<file path="config.mk">
export PLATFORM = sky130hd
export DESIGN_NAME = ep_ctl_regfile
export DESIGN_NICKNAME = d
export VERILOG_FILES = /design/src/rtl/ep_ctl_pkg.sv /design/src/rtl/ep_ctl_wdec.sv /design/src/rtl/ep_ctl_slot.sv /design/src/rtl/ep_ctl_rdmux.sv /design/src/rtl/ep_ctl_regfile.sv
export SDC_FILE = /design/constraint.sdc
export NUM_CORES = 1
export LEC_CHECK = 0
export ABC_CLOCK_PERIOD_IN_PS = 1520
export BUFFER_PORTS_ARGS = -buffer_cell sky130_fd_sc_hd__buf_2
export CAP_MARGIN = 20
export CORE_MARGIN = 8
export CORE_UTILIZATION = 52
export CTS_BUF_LIST = sky130_fd_sc_hd__clkbuf_16
export DETAILED_ROUTE_END_ITERATION = 7
export GPL_ROUTABILITY_DRIVEN = 0
export PLACE_DENSITY = 0.83
export SETUP_SLACK_MARGIN = 0.2
export SLEW_MARGIN = 20
export SYNTH_ARGS = -nofsm -noshare
export SYNTH_HDL_FRONTEND = slang
export SYNTH_HIERARCHICAL = 1
export SYNTH_SLANG_ARGS = --single-unit
</file>
<file path="constraint.sdc">
create_clock -name clk -period 1.52 [get_ports clk]
set_input_delay 0.152 -clock clk [delete_from_list [all_inputs] [get_ports clk]]
set_output_delay 0.152 -clock clk [all_outputs]
set_load 0.01 [all_outputs]
</file>
<file path="src/rtl/ep_ctl_pkg.sv">
package ep_ctl_pkg;

  localparam int unsigned REG_W = 16;

  // Field order is fixed: the protocol engine and software decode these positions.
  typedef struct packed {
    logic       rx_done;   // 15
    logic       rx_tog;    // 14
    logic [1:0] rx_hs;     // 13:12
    logic       rsvd;      // 11
    logic [1:0] ep_type;   // 10:9
    logic       kind;      // 8
    logic       tx_done;   // 7
    logic       tx_tog;    // 6
    logic [1:0] tx_hs;     // 5:4
    logic [3:0] addr;      // 3:0
  } ep_word_t;

  typedef enum logic [1:0] {
    EPT_CONTROL = 2'd0,
    EPT_ISO     = 2'd1,
    EPT_BULK    = 2'd2,
    EPT_INTR    = 2'd3
  } ep_kind_e;

endpackage

</file>
<file path="src/rtl/ep_ctl_wdec.sv">
module ep_ctl_wdec #(
  parameter int unsigned NUM_EP = 8,
  localparam int unsigned IDX_W = (NUM_EP > 1) ? $clog2(NUM_EP) : 1
) (
  input  logic             wr,
  input  logic [IDX_W-1:0] idx,
  output logic [NUM_EP-1:0] sel
);

  for (genvar i = 0; i < NUM_EP; i++) begin : g_sel
    assign sel[i] = wr && (idx == IDX_W'(i));
  end

endmodule

</file>
<file path="src/rtl/ep_ctl_slot.sv">
module ep_ctl_slot
  import ep_ctl_pkg::*;
(
  input  logic     clk,
  input  logic     rst_n,
  input  logic     wr_en,
  input  ep_word_t wdata,
  input  logic     hw_rx_set,
  input  logic     hw_tx_set,
  input  logic     hw_rx_flip,
  input  logic     hw_tx_flip,
  output ep_word_t q
);

  ep_word_t cur_q;
  ep_word_t nxt;
  logic     ld;

  assign ld = wr_en | hw_rx_set | hw_tx_set | hw_rx_flip | hw_tx_flip;

  always_comb begin
    nxt = cur_q;
    if (wr_en) begin
      nxt.rx_done = cur_q.rx_done & wdata.rx_done;
      nxt.tx_done = cur_q.tx_done & wdata.tx_done;
      nxt.rx_tog  = cur_q.rx_tog ^ wdata.rx_tog;
      nxt.tx_tog  = cur_q.tx_tog ^ wdata.tx_tog;
      nxt.rx_hs   = cur_q.rx_hs ^ wdata.rx_hs;
      nxt.tx_hs   = cur_q.tx_hs ^ wdata.tx_hs;
      nxt.ep_type = wdata.ep_type;
      nxt.kind    = wdata.kind;
      nxt.addr    = wdata.addr;
    end
    if (hw_rx_flip) nxt.rx_tog = ~nxt.rx_tog;
    if (hw_tx_flip) nxt.tx_tog = ~nxt.tx_tog;
    if (hw_rx_set)  nxt.rx_done = 1'b1;
    if (hw_tx_set)  nxt.tx_done = 1'b1;
    nxt.rsvd = 1'b0;
  end

  always_ff @(posedge clk or negedge rst_n) begin
    if (!rst_n) begin
      cur_q <= '0;
    end else if (ld) begin
      cur_q <= nxt;
    end
  end

  assign q = cur_q;

  // Software alone can never raise a completion flag.
  assert_done_only_hw_R3: assert property (@(posedge clk) disable iff (!rst_n)
    $rose(cur_q.rx_done) |-> $past(hw_rx_set));

  // A hardware set is never lost to a concurrent clear.
  assert_set_wins_R7: assert property (@(posedge clk) disable iff (!rst_n)
    hw_tx_set |=> cur_q.tx_done);

  // Handshake state moves only on a bus write.
  assert_hs_hold_R4: assert property (@(posedge clk) disable iff (!rst_n)
    !wr_en |=> ($stable(cur_q.rx_hs) && $stable(cur_q.tx_hs)));

  // A lone hardware flip always inverts the toggle.
  assert_flip_R8: assert property (@(posedge clk) disable iff (!rst_n)
    (!wr_en && hw_rx_flip) |=> (cur_q.rx_tog != $past(cur_q.rx_tog)));

  // Configuration fields hold without a write.
  assert_cfg_hold_R6: assert property (@(posedge clk) disable iff (!rst_n)
    !wr_en |=> ($stable(cur_q.ep_type) && $stable(cur_q.kind) && $stable(cur_q.addr)));

endmodule

</file>
<file path="src/rtl/ep_ctl_rdmux.sv">
module ep_ctl_rdmux #(
  parameter int unsigned NUM_EP = 8,
  parameter int unsigned REG_W  = 16,
  localparam int unsigned IDX_W = (NUM_EP > 1) ? $clog2(NUM_EP) : 1
) (
  input  logic [NUM_EP-1:0][REG_W-1:0] regs,
  input  logic [IDX_W-1:0]             idx,
  output logic [REG_W-1:0]             rdata
);

  always_comb begin
    rdata = '0;
    for (int i = 0; i < NUM_EP; i++) begin
      if (idx == IDX_W'(i)) rdata = regs[i];
    end
  end

endmodule

</file>
<file path="src/rtl/ep_ctl_regfile.sv">
module ep_ctl_regfile
  import ep_ctl_pkg::*;
#(
  parameter int unsigned NUM_EP = 8,
  localparam int unsigned IDX_W = (NUM_EP > 1) ? $clog2(NUM_EP) : 1
) (
  input  logic                  clk,
  input  logic                  rst_n,
  input  logic                  bus_wr,
  input  logic [IDX_W-1:0]      bus_idx,
  input  logic [REG_W-1:0]      bus_wdata,
  output logic [REG_W-1:0]      bus_rdata,
  input  logic [NUM_EP-1:0]     hw_rx_done,
  input  logic [NUM_EP-1:0]     hw_tx_done,
  input  logic [NUM_EP-1:0]     hw_rx_flip,
  input  logic [NUM_EP-1:0]     hw_tx_flip,
  output logic [NUM_EP-1:0]     rx_done_o,
  output logic [NUM_EP-1:0]     tx_done_o,
  output logic [NUM_EP-1:0]     rx_tog_o,
  output logic [NUM_EP-1:0]     tx_tog_o,
  output logic [2*NUM_EP-1:0]   rx_hs_o,
  output logic [2*NUM_EP-1:0]   tx_hs_o,
  output logic [2*NUM_EP-1:0]   ep_type_o,
  output logic [NUM_EP-1:0]     ep_kind_o,
  output logic [4*NUM_EP-1:0]   ep_addr_o
);

  logic [NUM_EP-1:0]            wr_sel;
  logic [NUM_EP-1:0][REG_W-1:0] reg_flat;
  ep_word_t                     wword;

  assign wword = ep_word_t'(bus_wdata);

  ep_ctl_wdec #(.NUM_EP(NUM_EP)) u_wdec (
    .wr  (bus_wr),
    .idx (bus_idx),
    .sel (wr_sel)
  );

  for (genvar i = 0; i < NUM_EP; i++) begin : g_ep
    ep_word_t slot_q;

    ep_ctl_slot u_slot (
      .clk        (clk),
      .rst_n      (rst_n),
      .wr_en      (wr_sel[i]),
      .wdata      (wword),
      .hw_rx_set  (hw_rx_done[i]),
      .hw_tx_set  (hw_tx_done[i]),
      .hw_rx_flip (hw_rx_flip[i]),
      .hw_tx_flip (hw_tx_flip[i]),
      .q          (slot_q)
    );

    assign reg_flat[i]        = slot_q;
    assign rx_done_o[i]       = slot_q.rx_done;
    assign tx_done_o[i]       = slot_q.tx_done;
    assign rx_tog_o[i]        = slot_q.rx_tog;
    assign tx_tog_o[i]        = slot_q.tx_tog;
    assign rx_hs_o[2*i +: 2]  = slot_q.rx_hs;
    assign tx_hs_o[2*i +: 2]  = slot_q.tx_hs;
    assign ep_type_o[2*i +: 2] = slot_q.ep_type;
    assign ep_kind_o[i]       = slot_q.kind;
    assign ep_addr_o[4*i +: 4] = slot_q.addr;
  end

  ep_ctl_rdmux #(.NUM_EP(NUM_EP), .REG_W(REG_W)) u_rdmux (
    .regs  (reg_flat),
    .idx   (bus_idx),
    .rdata (bus_rdata)
  );

  // At most one register is written per cycle.
  assert_single_write_R2: assert property (@(posedge clk) disable iff (!rst_n)
    $onehot0(wr_sel));

  // With no strobe, no register is selected for writing.
  assert_idle_no_write_R2: assert property (@(posedge clk) disable iff (!rst_n)
    !bus_wr |-> (wr_sel == '0));

endmodule

</file>
* Yosys cells after proc, flatten, opt, wreduce, memory -nomap -nowiden *
Index checks and enable logic that the tools add are counted.

cells by class
  equality and inequality tests = 7
  mux-type cells = 56
  reduce and logical (&&, ||, !) cells = 49
  bitwise operators = 96

operators with widths
  operator                                                          number
  16-bit 2-to-1 mux                                                 8
  8-bit 2-to-1 mux                                                  8
  2-bit AND reduction                                               24
  1-bit 2-to-1 mux                                                  32
  4-bit 2-to-1 mux                                                  8
  1-bit OR                                                          32
  2-bit nonzero test                                                16
  2-bit bitwise XOR                                                 16
  1-bit bitwise AND                                                 16
  1-bit inverter                                                    16
  1-bit bitwise XOR                                                 16
  3-bit == test (second input constant)                             4
  1-bit logical AND                                                 8
  3-bit by 2-bit == test with 1-bit output (second input constant)  2
  3-bit by 1-bit == test with 1-bit output (second input constant)  1
  3-bit zero test                                                   1

word-level totals
  word-level logic and storage cells = 280
  output and inout port bits = 136
  bits in registers = 120
  bits of input ports = 54

* Depth between registers and ports, before layout *
Gate-level depths: netlist of the first run.

  depth after elaboration = 9
  mapped depth = 7
  mapped depth without buffers = 4

* Hierarchy *
Netlist of the first run, hierarchy kept.

modules (own cells, without submodules)
  module        area each (um2)  instances  cells each  seq. area each (um2)
  ep_ctl_slot   596.8            8          43          375.4
  ep_ctl_rdmux  1362.6           1          189         0.0
  ep_ctl_wdec   96.3             1          8           0.0

* Worst setup path before layout of the first run *
OpenSTA, ideal clock, no wires.

  path kind = input to register
  start point = in bus_idx[1]
  end point = reg g_ep[0].u_slot.cur_q (netlist bit g_ep[0].u_slot/q[1])
  path buffers = 1
  required time = 1.395 ns
  arrival = 1.185 ns
  slack = 0.211 ns
  stages on the path = 3
  setup time = 0.125 ns
  cell sequence = nor4b_2 buf_6 mux2_2

between the ends
  word-level cells in the longest chain between the ends = 7

ends and longest elaborated chain
  element                          RTL line              source
  from (decl)                      ep_ctl_regfile.sv:10  input logic [IDX_W-1:0] bus_idx,
  3-bit zero test *                ep_ctl_wdec.sv:11     assign sel[i] = wr && (idx == IDX_W'(i));
  1-bit logical AND *              ep_ctl_wdec.sv:11
  1-bit OR (4 in series)           ep_ctl_slot.sv:19     assign ld = wr_en | hw_rx_set | hw_tx_set | hw_rx_flip | hw_tx_flip;
  2-bit AND reduction (no line) *  --
  to (signal assigned)             ep_ctl_slot.sv:45     cur_q <= nxt;
  to (decl)                        ep_ctl_slot.sv:15     ep_word_t cur_q;

Every way passes the cells marked *; elsewhere a longest branch is shown, timed or not.
A chain may end at the register's enable or synchronous reset.

* Worst setup path after layout of the first run *
  start point = reg g_ep[4].u_slot.cur_q (netlist bit g_ep[4].u_slot/q[15])
  end point = out bus_rdata[15]

between the ends
  word-level cells in the longest chain between the ends = 4

ends and longest elaborated chain
  element                          RTL line              source
  from (decl)                      ep_ctl_slot.sv:15
  from (signal assigned)           ep_ctl_slot.sv:45
  16-bit 2-to-1 mux (4 in series)  ep_ctl_rdmux.sv:14    if (idx == IDX_W'(i)) rdata = regs[i];
  to (decl)                        ep_ctl_regfile.sv:12  output logic [REG_W-1:0] bus_rdata,

No other way between the ends.

==> results of run 1 <==
[cell type report]
| type | instances | area (um2) | share of cell area |
|---|---|---|---|
| Clock buffer | 17 | 425.4 | 0.04874 |
| Clock inverter | 15 | 185.2 | 0.02122 |
| Multi-Input combinational cell | 383 | 3005 | 0.3443 |
| Sequential cell | 120 | 3004 | 0.3442 |
| Tap cell | 147 | 183.9 | 0.02107 |
| Timing Repair Buffer | 286 | 1924 | 0.2205 |
[repair_timing]
action / 4_1_cts / 5_1_grt
resized for setup: 21 / 18
setup endpoints to repair: 16 / 17
gates cloned: 0 / 1
buffers inserted: 37 / 9
endpoints found under the hold margin: 42 / 0
pin swaps: 25 / 24
hold buffers: 17 / 0
[cell usage after synthesis]
master / instances / area [um2]
buf_4: 12 / 90.09
a22oi_1: 14 / 105.1
nand2b_1: 16 / 100.1
nor2b_4: 2 / 27.53
mux2i_1: 32 / 320.3
buf_8: 1 / 15.01
dfrtp_1: 120 / 3003
a221oi_1: 4 / 35.03
or2_1: 3 / 18.77
xnor2_1: 48 / 420.4
or2_0: 10 / 62.56
buf_1: 1 / 3.750
and2_1: 1 / 6.260
and4b_2: 3 / 33.78
o211ai_1: 4 / 30.03
a221oi_2: 10 / 150.1
nor4b_2: 1 / 15.01
or2_2: 1 / 6.260
and4bb_2: 3 / 37.54
conb_1: 8 / 30.03
nand2_1: 81 / 304.0
a21oi_1: 28 / 140.1
xor2_1: 16 / 140.1
nor2b_2: 1 / 8.760
o21ai_0: 6 / 30.03
buf_6: 13 / 146.4
buf_2: 11 / 55.05
o31a_1: 14 / 122.6
a21o_1: 16 / 120.1
nor2_1: 4 / 15.01
mux2_2: 56 / 630.6
and4_2: 1 / 10.01
[power by group through the flow]
stage	clock network [mW]	registers [mW]	logic, mW
global route	4.33	5.27	5.22
detailed placement	0	5.26	3.96
CTS	4.19	5.11	4.64
global placement	0	5.17	3.85
floorplan	0	5.55	1.76
finish	4.16	5.14	4.86
[logic make-up after synthesis]
family                    synth area share
AOI/OAI and AO/OA                   0.1176
buffers and inverters              0.04978
other                             0.004818
muxes                               0.1525
xor gates and xnor gates           0.08992
and+or+nand+nor                     0.1036
DFF                                 0.4817
[routing by layer]
metal  vias to the layer above  routed length, um
li1                       2413                  -
met1                      2718               7791
met2                       318              10370
met3                        67               1737
met4                         0                804
met5                         -                  0
[critical path, stage by stage, from the launching register on]
cell and delay [ns]:
dfrtp_1 0.41, a221oi_2 0.34, a21oi_1 0.09, o31a_1 0.26, buf_2 0.15
[worst paths after layout]
path | endpoint | cells past startpoint | slack (ns) | from
worst max-delay path | bus_rdata[15] | 4 | -0.29 | g_ep[4].u_slot/q[15]
worst min-delay path | g_ep[1].u_slot/q[14] | 3 | 0.05 | hw_rx_flip[1]
worst max register to register | g_ep[2].u_slot/q[3] | 3 | 0.48 | g_ep[2].u_slot/q[3]
worst min register to register | g_ep[6].u_slot/q[13] | 1 | 0.49 | g_ep[6].u_slot/q[13]
max in group asynchronous | g_ep[5].u_slot/q[1] | 3 | 0.64 | rst_n
min in group asynchronous | g_ep[1].u_slot/q[13] | 2 | 0.20 | rst_n
[through the flow]
| stage | cells | worst slack [ns] | power [mW] | utilization |
|---|---|---|---|---|
| finish | 968 | -0.2912 | 14.16 | 0.7359 |
| global route | 968 | -0.3183 | 14.82 | 0.7359 |
| CTS | 958 | -0.2451 | 13.93 | 0.7215 |
| detailed placement | 872 | -0.2239 | 9.215 | 0.6251 |
| global placement | 872 | -0.2048 | 9.025 | 0.6251 |
| floorplan | 541 | 0.2106 | 7.305 | - |
==> metrics.csv, run 1 <==
metric,value,unit
minimum hold slack,0.04711,ns
number of flip-flops in the largest register,120,
Nets,862,
fmax,0.5521,GHz
maximum vdd drop,1.043,mV
M2 GR Usage,0.4291,
CP Max Fanout,3,
routed wire length,20.71,mm
Final WS setup,-0.2912,ns
initial antenna violation count,0,
Final period util,1.192,
Core Rows,40,
IO Count,190,
largest net degree at the start of global routing,61,
met1 Use GR,0.2845,
Pint,9.461,mW
Initial Utilization,0.5255,
Synth cell types,32,
Syn Area/Cell,11.52,um2
TritonCTS Sinks,120,
CTS Buf Count,17,
CP arrival,1.66,ns
relative slew slack,0.5279,
Vias/cell,5.698,
DR vias,5516,
clk_skew,0,ns
H-tree levels,4,
Total Neg Setup Slack,-3.007,ns
Chip Height,125.5,um
Layout area overhead,40.02,%
ANT nets after route,0,
"commonest non-fill, non-tap cell in the layout",buf_2,
clk_lat worst skew,0.41,ns
Seq pwr share,0.363,
clk slew on worst S/H paths,0.06,ns
drt first pass iters,5,
Slew @ Worst Pin,0.7066,ns
Worst Path Required,1.37,ns
n_diodes,0,
Synth warnings,6,
failing checks,setup timing,
DR iter-0 viols,438,
Layout fillers,765,
class of the worst hold path,input port to flip-flop,
first-pass GRT wire length,31.31,mm
Syn Nets,595,
core box area,11860,um2
static leakage,3.965,nW
combinational share of power,0.343,
fin area,8728,um2
CTS tree,yes,
Startpoint Class,flip-flop,
# DRC,0,
Worst setup EP type,output port,
critical path class,flip-flop to output port,
port bufs,188,
detailed placer's ending HPWL,13.27,mm
Yosys reg bits,120,
final setup violation count,15,
Post-Syn Area,6233,um2
gr usage total,0.2534,
number of global-route vias before repair,5856,
Die Footprint,15750,um2
Switching Fraction,0.3317,
"commonest cells after routing, fill and taps aside","183 x buf_2, 119 x dfrtp_1, 81 x nand2_1",
met3 usage,0.07012,
clock share of power,0.294,
placed cell area,7415,um2
crit path time final,1.811,ns
Die W,125.5,um
routed len/inst,21.39,um
Power Dens Cells,1622,nW/um2
MaxCap Viol Count,0,
"Hold Vio Cnt, Final",0,
CTS root buf,clkbuf_16,
status,finished with violations,
CTS max path bufs,2,
P_sw,4.696,mW
sequential element share of the synthesized area,0.4817,
RSZ-0062 raised after global routing,true,
Max Slew Vio Count,0,
GRT overflow,0,
Syn Inst Count,541,
GRT busiest layer,met2,
fraction of layout cells with a size suffix above 1,0.4726,
No activity file was read; power rests on OpenSTA's default activity.
==> run 2, diff against run 1 <==
--- a/config.mk
+++ b/config.mk
@@ -5,15 +5,17 @@
 export SDC_FILE = /design/constraint.sdc
 export NUM_CORES = 1
 export LEC_CHECK = 0
+export ABC_AREA = 1
 export ABC_CLOCK_PERIOD_IN_PS = 1520
 export BUFFER_PORTS_ARGS = -buffer_cell sky130_fd_sc_hd__buf_2
 export CAP_MARGIN = 20
 export CORE_MARGIN = 8
-export CORE_UTILIZATION = 52
+export CORE_UTILIZATION = 53
 export CTS_BUF_LIST = sky130_fd_sc_hd__clkbuf_16
 export DETAILED_ROUTE_END_ITERATION = 7
 export GPL_ROUTABILITY_DRIVEN = 0
 export PLACE_DENSITY = 0.83
+export RECOVER_POWER = 100
 export SETUP_SLACK_MARGIN = 0.2
 export SLEW_MARGIN = 20
 export SYNTH_ARGS = -nofsm -noshare
==> run 2 against run 1 <==
Compared with the run above: the run still ends with setup timing left; hold slack worse by 0.016 ns; combinational power fell by 19%; fmax up 6.7%; count of clock-buffer cells in the layout unchanged; register-to-register slack better by 0.16 ns; wire length grew 2.1%; critical path depth is 1 higher; global-route usage up 0.58 points; first-iteration DRC count rose by 62%; largest cell class unchanged.
==> metrics.csv, run 2 <==
metric,value,unit,change
HP Start,hw_tx_flip[0],,was hw_rx_flip[1]
Area contributors post-synth,"dfrtp_1 44%, nand2_1 17%, nand4_1 7.3%",,"was dfrtp_1 48%, mux2_2 10%, xnor2_1 6.7%"
worst reg2reg path depth,4,,was 3
drt first pass iters,7,,was 5
CTS Buf Count,17,,unchanged
port bufs,187,,was 188
ys async rst share,1.000,,unchanged
fraction of layout cells with a size suffix above 1,0.2884,,was 0.4726
H-tree levels,4,,unchanged
FF-to-FF End,g_ep[2].u_slot/q[2],,was g_ep[2].u_slot/q[3]
Seq pwr share,0.377,,was 0.363
Syn Nets,877,,was 595
"commonest non-fill, non-tap cell in the layout",nand2_1,,was buf_2
Synth cell types,23,,was 32
register area,3004,um2,unchanged
Layout fillers,1035,,was 765
Synth Flop Type,dfrtp_1,,unchanged
Simple-Gate Fraction of Synth Area,0.3685,,was 0.1036
share of the synthesized area in the top cell type,0.4391,,was 0.4817
CTS tree,yes,,unchanged
Post-Syn Area,6839,um2,was 6233 um2
ANT nets after route,0,,unchanged
CTS root buf,clkbuf_16,,unchanged
"Hold Vio Cnt, Final",0,,unchanged
IO Count,190,,unchanged
# DRC,0,,unchanged
Post-synth EDFFs,0,,unchanged
Commonest cells post-synth,"310 x nand2_1, 120 x dfrtp_1, 80 x nand4_1, 67 x inv_1",,"was 120 x dfrtp_1, 81 x nand2_1, 56 x mux2_2, 48 x xnor2_1, 32 x mux2i_1"
relative slew slack,0.3444,,was 0.5279
detailed placer's ending HPWL,14.92,mm,was 13.27 mm
MaxCap Viol Count,0,,unchanged
complex-gate fraction of the synthesized area,0.01171,,was 0.1176
crit path time final,1.697,ns,was 1.811 ns
status,finished with violations,,unchanged
DR iter-0 viols,708,,was 438
sequential element share of the synthesized area,0.4391,,was 0.4817
first-pass GRT wire length,33.23,mm,was 31.31 mm
Startpoint Class,flip-flop,,unchanged
routed wire length,21.15,mm,was 20.71 mm
Final WS setup,-0.1770,ns,was -0.2912 ns
gr usage total,0.2592,,was 0.2534
minimum hold slack,0.03140,ns,was 0.04711 ns
critical path class,flip-flop to output port,,unchanged
area share of fa/ha/maj cells after synthesis,0,,unchanged
Worst setup EP type,output port,,unchanged
Pint,8.394,mW,was 9.461 mW
n_diodes,0,,unchanged
Core Rows,41,,was 40
Synth warnings,6,,unchanged
Nets,1116,,was 862
P_sw,4.237,mW,was 4.696 mW
WHS Endpoint,g_ep[0].u_slot/q[6],,was g_ep[1].u_slot/q[14]
number of flip-flops in the largest register,120,,unchanged
Max Slew Vio Count,0,,unchanged
DR vias,6507,,was 5516
Layout area overhead,27.35,%,was 40.02%
CP Max Fanout,2,,was 3
largest net degree at the start of global routing,42,,was 61
Power Dens Cells,1450,nW/um2,was 1622 nW/um2
static leakage,4.666,nW,was 3.965 nW
Chip Height,129.6,um,was 125.5 um
initial antenna violation count,0,,unchanged
final setup violation count,17,,was 15
mux contribution to synthesized area,0,,was 0.1525
Syn Inst Count,823,,was 541
top-count cell post-synth,nand2_1,,was dfrtp_1
R2R Setup Slk,0.64,ns,was 0.48 ns
M2 GR Usage,0.4000,,was 0.4291
Switching Fraction,0.3354,,was 0.3317
combinational share of power,0.312,,was 0.343
Total Neg Setup Slack,-1.661,ns,was -3.007 ns
class of the worst hold path,input port to flip-flop,,unchanged
CTS max path bufs,2,,unchanged
"commonest cells after routing, fill and taps aside","320 x nand2_1, 155 x buf_2, 119 x dfrtp_1",,"was 183 x buf_2, 119 x dfrtp_1, 81 x nand2_1"
Multi-input gate area,3008,um2,was 3005 um2
fmax,0.5893,GHz,was 0.5521 GHz
Slew @ Worst Pin,0.9834,ns,was 0.7066 ns
Vias/cell,5.218,,was 5.698
Final period util,1.116,,was 1.192
GRT overflow,0,,unchanged
clk_lat worst skew,0.42,ns,was 0.41 ns
core box area,12620,um2,was 11860 um2
maximum vdd drop,0.9955,mV,was 1.043 mV
routed len/inst,16.96,um,was 21.39 um
GRT busiest layer,met2,,unchanged
Die Footprint,16790,um2,was 15750 um2
number of global-route vias before repair,6213,,was 5856
final core occ,0.6902,,was 0.7359
CP arrival,1.55,ns,was 1.66 ns
main combinational cell family by area after synthesis,simple AND/OR/NAND/NOR gates,,was multiplexers
FF-to-FF Start,g_ep[2].u_slot/q[2],,was g_ep[2].u_slot/q[3]
failing checks,setup timing,,unchanged
Die W,129.6,um,was 125.5 um
hold-critical path depth,4,,was 3
Initial Utilization,0.5419,,was 0.5255
post-synth top area cell,dfrtp_1,,unchanged
clk_skew,0,ns,unchanged
Yosys reg bits,120,,unchanged
Worst Path Required,1.37,ns,about the same
TritonCTS Sinks,120,,unchanged
xor-xnor portion of the synthesized cell area,0.06733,,was 0.08992
met1 Use GR,0.3409,,was 0.2845
clock share of power,0.311,,was 0.294
clk slew on worst S/H paths,0.05,ns,was 0.06 ns
met3 usage,0.07313,,was 0.07012
RSZ-0062 raised after global routing,true,,unchanged
Syn Area/Cell,8.310,um2,was 11.52 um2
[run 2: cell types whose count changed in the layout (fill, tap and decap cells not counted), sizes merged, moves of 28 or more]
cell,previous run,this run
nand3,0,40
nand2,81,351
a21oi,28,0
buf,268,209
inv,1,80
nand4,0,80
clkbuf,18,56
mux2,56,0
nor2,4,41
mux2i,32,0
[run 2: per-layer routing]
metal	wire length, um	up-vias
met5	0	-
met4	386	0
met3	1993	28
met2	9819	329
met1	8952	3071
li1	-	3079
[run 2: power by group through the flow]
stage | combinational, mW | sequential [mW] | clock [mW]
floorplan | 1.42 | 5.18 | 0
global placement | 3.24 | 4.91 | 0
detailed placement | 3.32 | 4.93 | 0
CTS | 3.86 | 4.77 | 3.97
global route | 4.29 | 4.87 | 4.14
finish | 3.94 | 4.76 | 3.93
[run 2: final cells by class]
cell class / count / share of cell area
Sequential cell: 120 / 0.3449
Clock buffer: 17 / 0.04884
Multi-Input combinational cell: 579 / 0.3454
Timing Repair Buffer: 266 / 0.1853
Inverter: 78 / 0.03448
Tap cell: 172 / 0.02471
Clock inverter: 15 / 0.01638
[run 2: worst max path at each step]
stage                         startpoint       endpoint  slack, ns
global placement              bus_idx[1]   bus_rdata[2]      -0.01
finish              g_ep[3].u_slot/q[13]  bus_rdata[13]      -0.18
detailed placement            bus_idx[1]   bus_rdata[0]      -0.01
floorplan                     bus_idx[0]  bus_rdata[13]       0.40
CTS                  g_ep[3].u_slot/q[5]   bus_rdata[5]      -0.17
global route         g_ep[2].u_slot/q[8]   bus_rdata[8]      -0.24
[run 2: cell families after synthesis]
logic type,count (synthesis)
AOI/OAI and AO/OA,16
xor gates and xnor gates,32
buffers and inverters,124
DFF,120
other,8
and+or+nand+nor,523
[run 2: stage by stage]
| step | total power, mW | setup slack, ns | area [um2] | std cells |
|---|---|---|---|---|
| global placement | 8.145 | -0.01141 | 7908 | 1159 |
| detailed placement | 8.245 | -0.01315 | 7908 | 1159 |
| floorplan | 6.595 | 0.4004 | 6839 | 823 |
| CTS | 12.60 | -0.1746 | 8866 | 1236 |
| global route | 13.30 | -0.2427 | 8710 | 1247 |
| finish | 12.63 | -0.1770 | 8710 | 1247 |
[run 2: worst max-delay path, cell delays in order, from the launching register on]
cell	delay, ns
dfrtp_1	0.38
nand4_1	0.11
nand4_1	0.18
nor2_1	0.19
nand4_1	0.10
buf_2	0.15
[run 2: what timing repair did]
action,CTS,global route
hold buffers,17,0
hold endpoints to repair,136,0
pin swaps,17,21
buffers inserted,28,11
endpoints found under the setup margin,15,15
resized for setup,4,9
==> run 3, diff against run 2 <==
--- a/config.mk
+++ b/config.mk
@@ -6,15 +6,15 @@
 export NUM_CORES = 1
 export LEC_CHECK = 0
 export ABC_AREA = 1
-export ABC_CLOCK_PERIOD_IN_PS = 1520
+export ABC_CLOCK_PERIOD_IN_PS = 1400
 export BUFFER_PORTS_ARGS = -buffer_cell sky130_fd_sc_hd__buf_2
 export CAP_MARGIN = 20
 export CORE_MARGIN = 8
-export CORE_UTILIZATION = 53
+export CORE_UTILIZATION = 48
 export CTS_BUF_LIST = sky130_fd_sc_hd__clkbuf_16
 export DETAILED_ROUTE_END_ITERATION = 7
 export GPL_ROUTABILITY_DRIVEN = 0
-export PLACE_DENSITY = 0.83
+export PLACE_DENSITY = 0.79
 export RECOVER_POWER = 100
 export SETUP_SLACK_MARGIN = 0.2
 export SLEW_MARGIN = 20
==> constraint.sdc (replaced) <==
create_clock -name clk -period 1.4 [get_ports clk]
set_input_delay 0.14 -clock clk [delete_from_list [all_inputs] [get_ports clk]]
set_output_delay 0.14 -clock clk [all_outputs]
set_load 0.01 [all_outputs]
==> run 3 against run 2 <==
Compared with the run above: the run still ends with setup timing left; die area is 9.1% higher; final area is 0.65% higher; combinational power up 9.6%; clock skew unchanged; wire length up 3.9%.
==> metrics.csv, run 3 (synthesized netlist as in run 2, its figures left out) <==
metric,value,unit,change
CP Cell Sequence,"nand4_1, nand4_1, nor2_2, nand4_1, buf_2",,"was nand4_1, nand4_1, nor2_1, nand4_1, buf_2"
status,finished with violations,,unchanged
CP arrival,1.53,ns,was 1.55 ns
Power Dens Cells,1595,nW/um2,was 1450 nW/um2
"Hold Vio Cnt, Final",0,,unchanged
relative slew slack,0.3271,,was 0.3444
CTS max path bufs,2,,unchanged
Final WS setup,-0.2667,ns,was -0.1770 ns
n_diodes,0,,unchanged
CTS tree,yes,,unchanged
"commonest non-fill, non-tap cell in the layout",nand2_1,,unchanged
Chip Height,135.4,um,was 129.6 um
Core Rows,43,,was 41
MaxCap Viol Count,0,,unchanged
"Cell Count, Final, Fillers Out",1256,,was 1247
fin area,8766,um2,was 8710 um2
CTS Buf Count,17,,unchanged
crit path buf inv count,1,,unchanged
# DRC,0,,unchanged
RSZ-0062 raised after global routing,true,,unchanged
initial antenna violation count,0,,unchanged
clk_skew,0,ns,unchanged
number of global-route vias before repair,6189,,was 6213
core box area,13880,um2,was 12620 um2
DR iter-0 viols,754,,was 708
Vias/cell,5.213,,was 5.218
gr usage total,0.2372,,was 0.2592
dpl cells,1172,,was 1159
total chip power,13.98,mW,was 12.63 mW
routed len/inst,17.50,um,was 16.96 um
Max Slew Vio Count,0,,unchanged
"worst slack, placed",-0.04058,ns,was -0.01315 ns
Die W,135.4,um,was 129.6 um
clk_lat worst skew,0.41,ns,was 0.42 ns
first-pass GRT wire length,33.89,mm,was 33.23 mm
Worst path slowest cell,dfrtp_1,,unchanged
Slew @ Worst Pin,1.009,ns,was 0.9834 ns
port bufs,187,,unchanged
Total Neg Setup Slack,-3.638,ns,was -1.661 ns
number of flip-flops in the largest register,120,,unchanged
DR vias,6547,,was 6507
Layout area overhead,28.17,%,was 27.35%
IO Count,190,,unchanged
ANT nets after route,0,,unchanged
detailed placer's ending HPWL,15.29,mm,was 14.92 mm
critical path class,flip-flop to output port,,unchanged
most frequent CP cell,nand4_1,,unchanged
fmax,0.6000,GHz,
Layout fillers,1243,,was 1035
Final period util,1.190,,
Max stage delay on crit path,0.42,ns,was 0.38 ns
maximum vdd drop,0.9057,mV,was 0.9955 mV
Nets,1117,,was 1116
class of the worst hold path,input port to flip-flop,,unchanged
Startpoint Class,flip-flop,,unchanged
H-tree levels,4,,unchanged
Initial Utilization,0.4927,,was 0.5419
GRT overflow,0,,unchanged
routed wire length,21.98,mm,was 21.15 mm
drt first pass iters,6,,was 7
final setup violation count,19,,was 17
clk slew on worst S/H paths,0.05,ns,about the same
fraction of layout cells with a size suffix above 1,0.2072,,was 0.2884
failing checks,setup timing,,unchanged
CP Max Fanout,4,,was 2
crit path time final,1.667,ns,
Worst Path Required,1.26,ns,was 1.37 ns
"commonest cells after routing, fill and taps aside","323 x nand2_1, 121 x clkbuf_1, 120 x dfrtp_1",,"was 320 x nand2_1, 155 x buf_2, 119 x dfrtp_1"
largest net degree at the start of global routing,60,,was 42
Worst setup EP type,output port,,unchanged
TritonCTS Sinks,120,,unchanged
Die Footprint,18320,um2,was 16790 um2
final core occ,0.6315,,was 0.6902
placed cell area,7988,um2,was 7908 um2
CTS root buf,clkbuf_16,,unchanged
static leakage,4.455,nW,was 4.666 nW
Crit path max-delay family,simple AND/OR/NAND/NOR gates,,unchanged
minimum hold slack,0.02762,ns,was 0.03140 ns
[run 3: worst reg2reg max path, delay by kind of cell, from the launching register on]
kind | cells | cell delay, ns
buffers and inverters | 2 | 0.37
xor gates and xnor gates | 1 | 0.12
DFF | 1 | 0.39
[run 3: path summary, 6_finish.rpt]
path / from / to / slack (ns) / cells after the start
setup / recovery: g_ep[3].u_slot/q[14] / bus_rdata[14] / -0.27 / 5
setup reg to reg: g_ep[1].u_slot/q[13] / g_ep[1].u_slot/q[13] / 0.41 / 3
hold / removal: hw_tx_flip[0] / g_ep[0].u_slot/q[6] / 0.03 / 4
max in group asynchronous: rst_n / g_ep[0].u_slot/q[4] / 0.14 / 3
hold reg to reg: g_ep[3].u_slot/q[3] / g_ep[3].u_slot/q[3] / 0.49 / 2
min in group asynchronous: rst_n / g_ep[5].u_slot/q[6] / 0.41 / 2
[run 3: routing by layer]
layer  GRT usage  wire, um  share of wire
met5           0         0              0
met4     0.09130       484          0.022
met3     0.06528      1870          0.085
met2      0.3618     10290           0.47
met1      0.3141      9332           0.42
[run 3: what timing repair did]
action / 4_1_cts / 5_1_grt
buffers inserted: 19 / 16
hold buffers: 17 / 0
endpoints found under the hold margin: 136 / 0
cloned: 0 / 0
setup endpoints to repair: 17 / 36
pin swaps: 19 / 20
resized for setup: 33 / 30
[run 3: area by class of cell]
cell class / count / area [um2] / area share
multi-input combinational: 579 / 3010 / 0.3434
tap: 180 / 225.2 / 0.02569
inverter: 78 / 300.3 / 0.03426
clock inverter: 15 / 167.7 / 0.01913
clock buffer: 17 / 425.4 / 0.04853
timing repair buffer: 267 / 1634 / 0.1864
sequential: 120 / 3003 / 0.3426
[run 3: power by group]
part / internal, mW / switching, mW
logic: 2.01 / 2.32
registers: 4.34 / 0.870
clock network: 2.92 / 1.53
total: 9.26 / 4.72
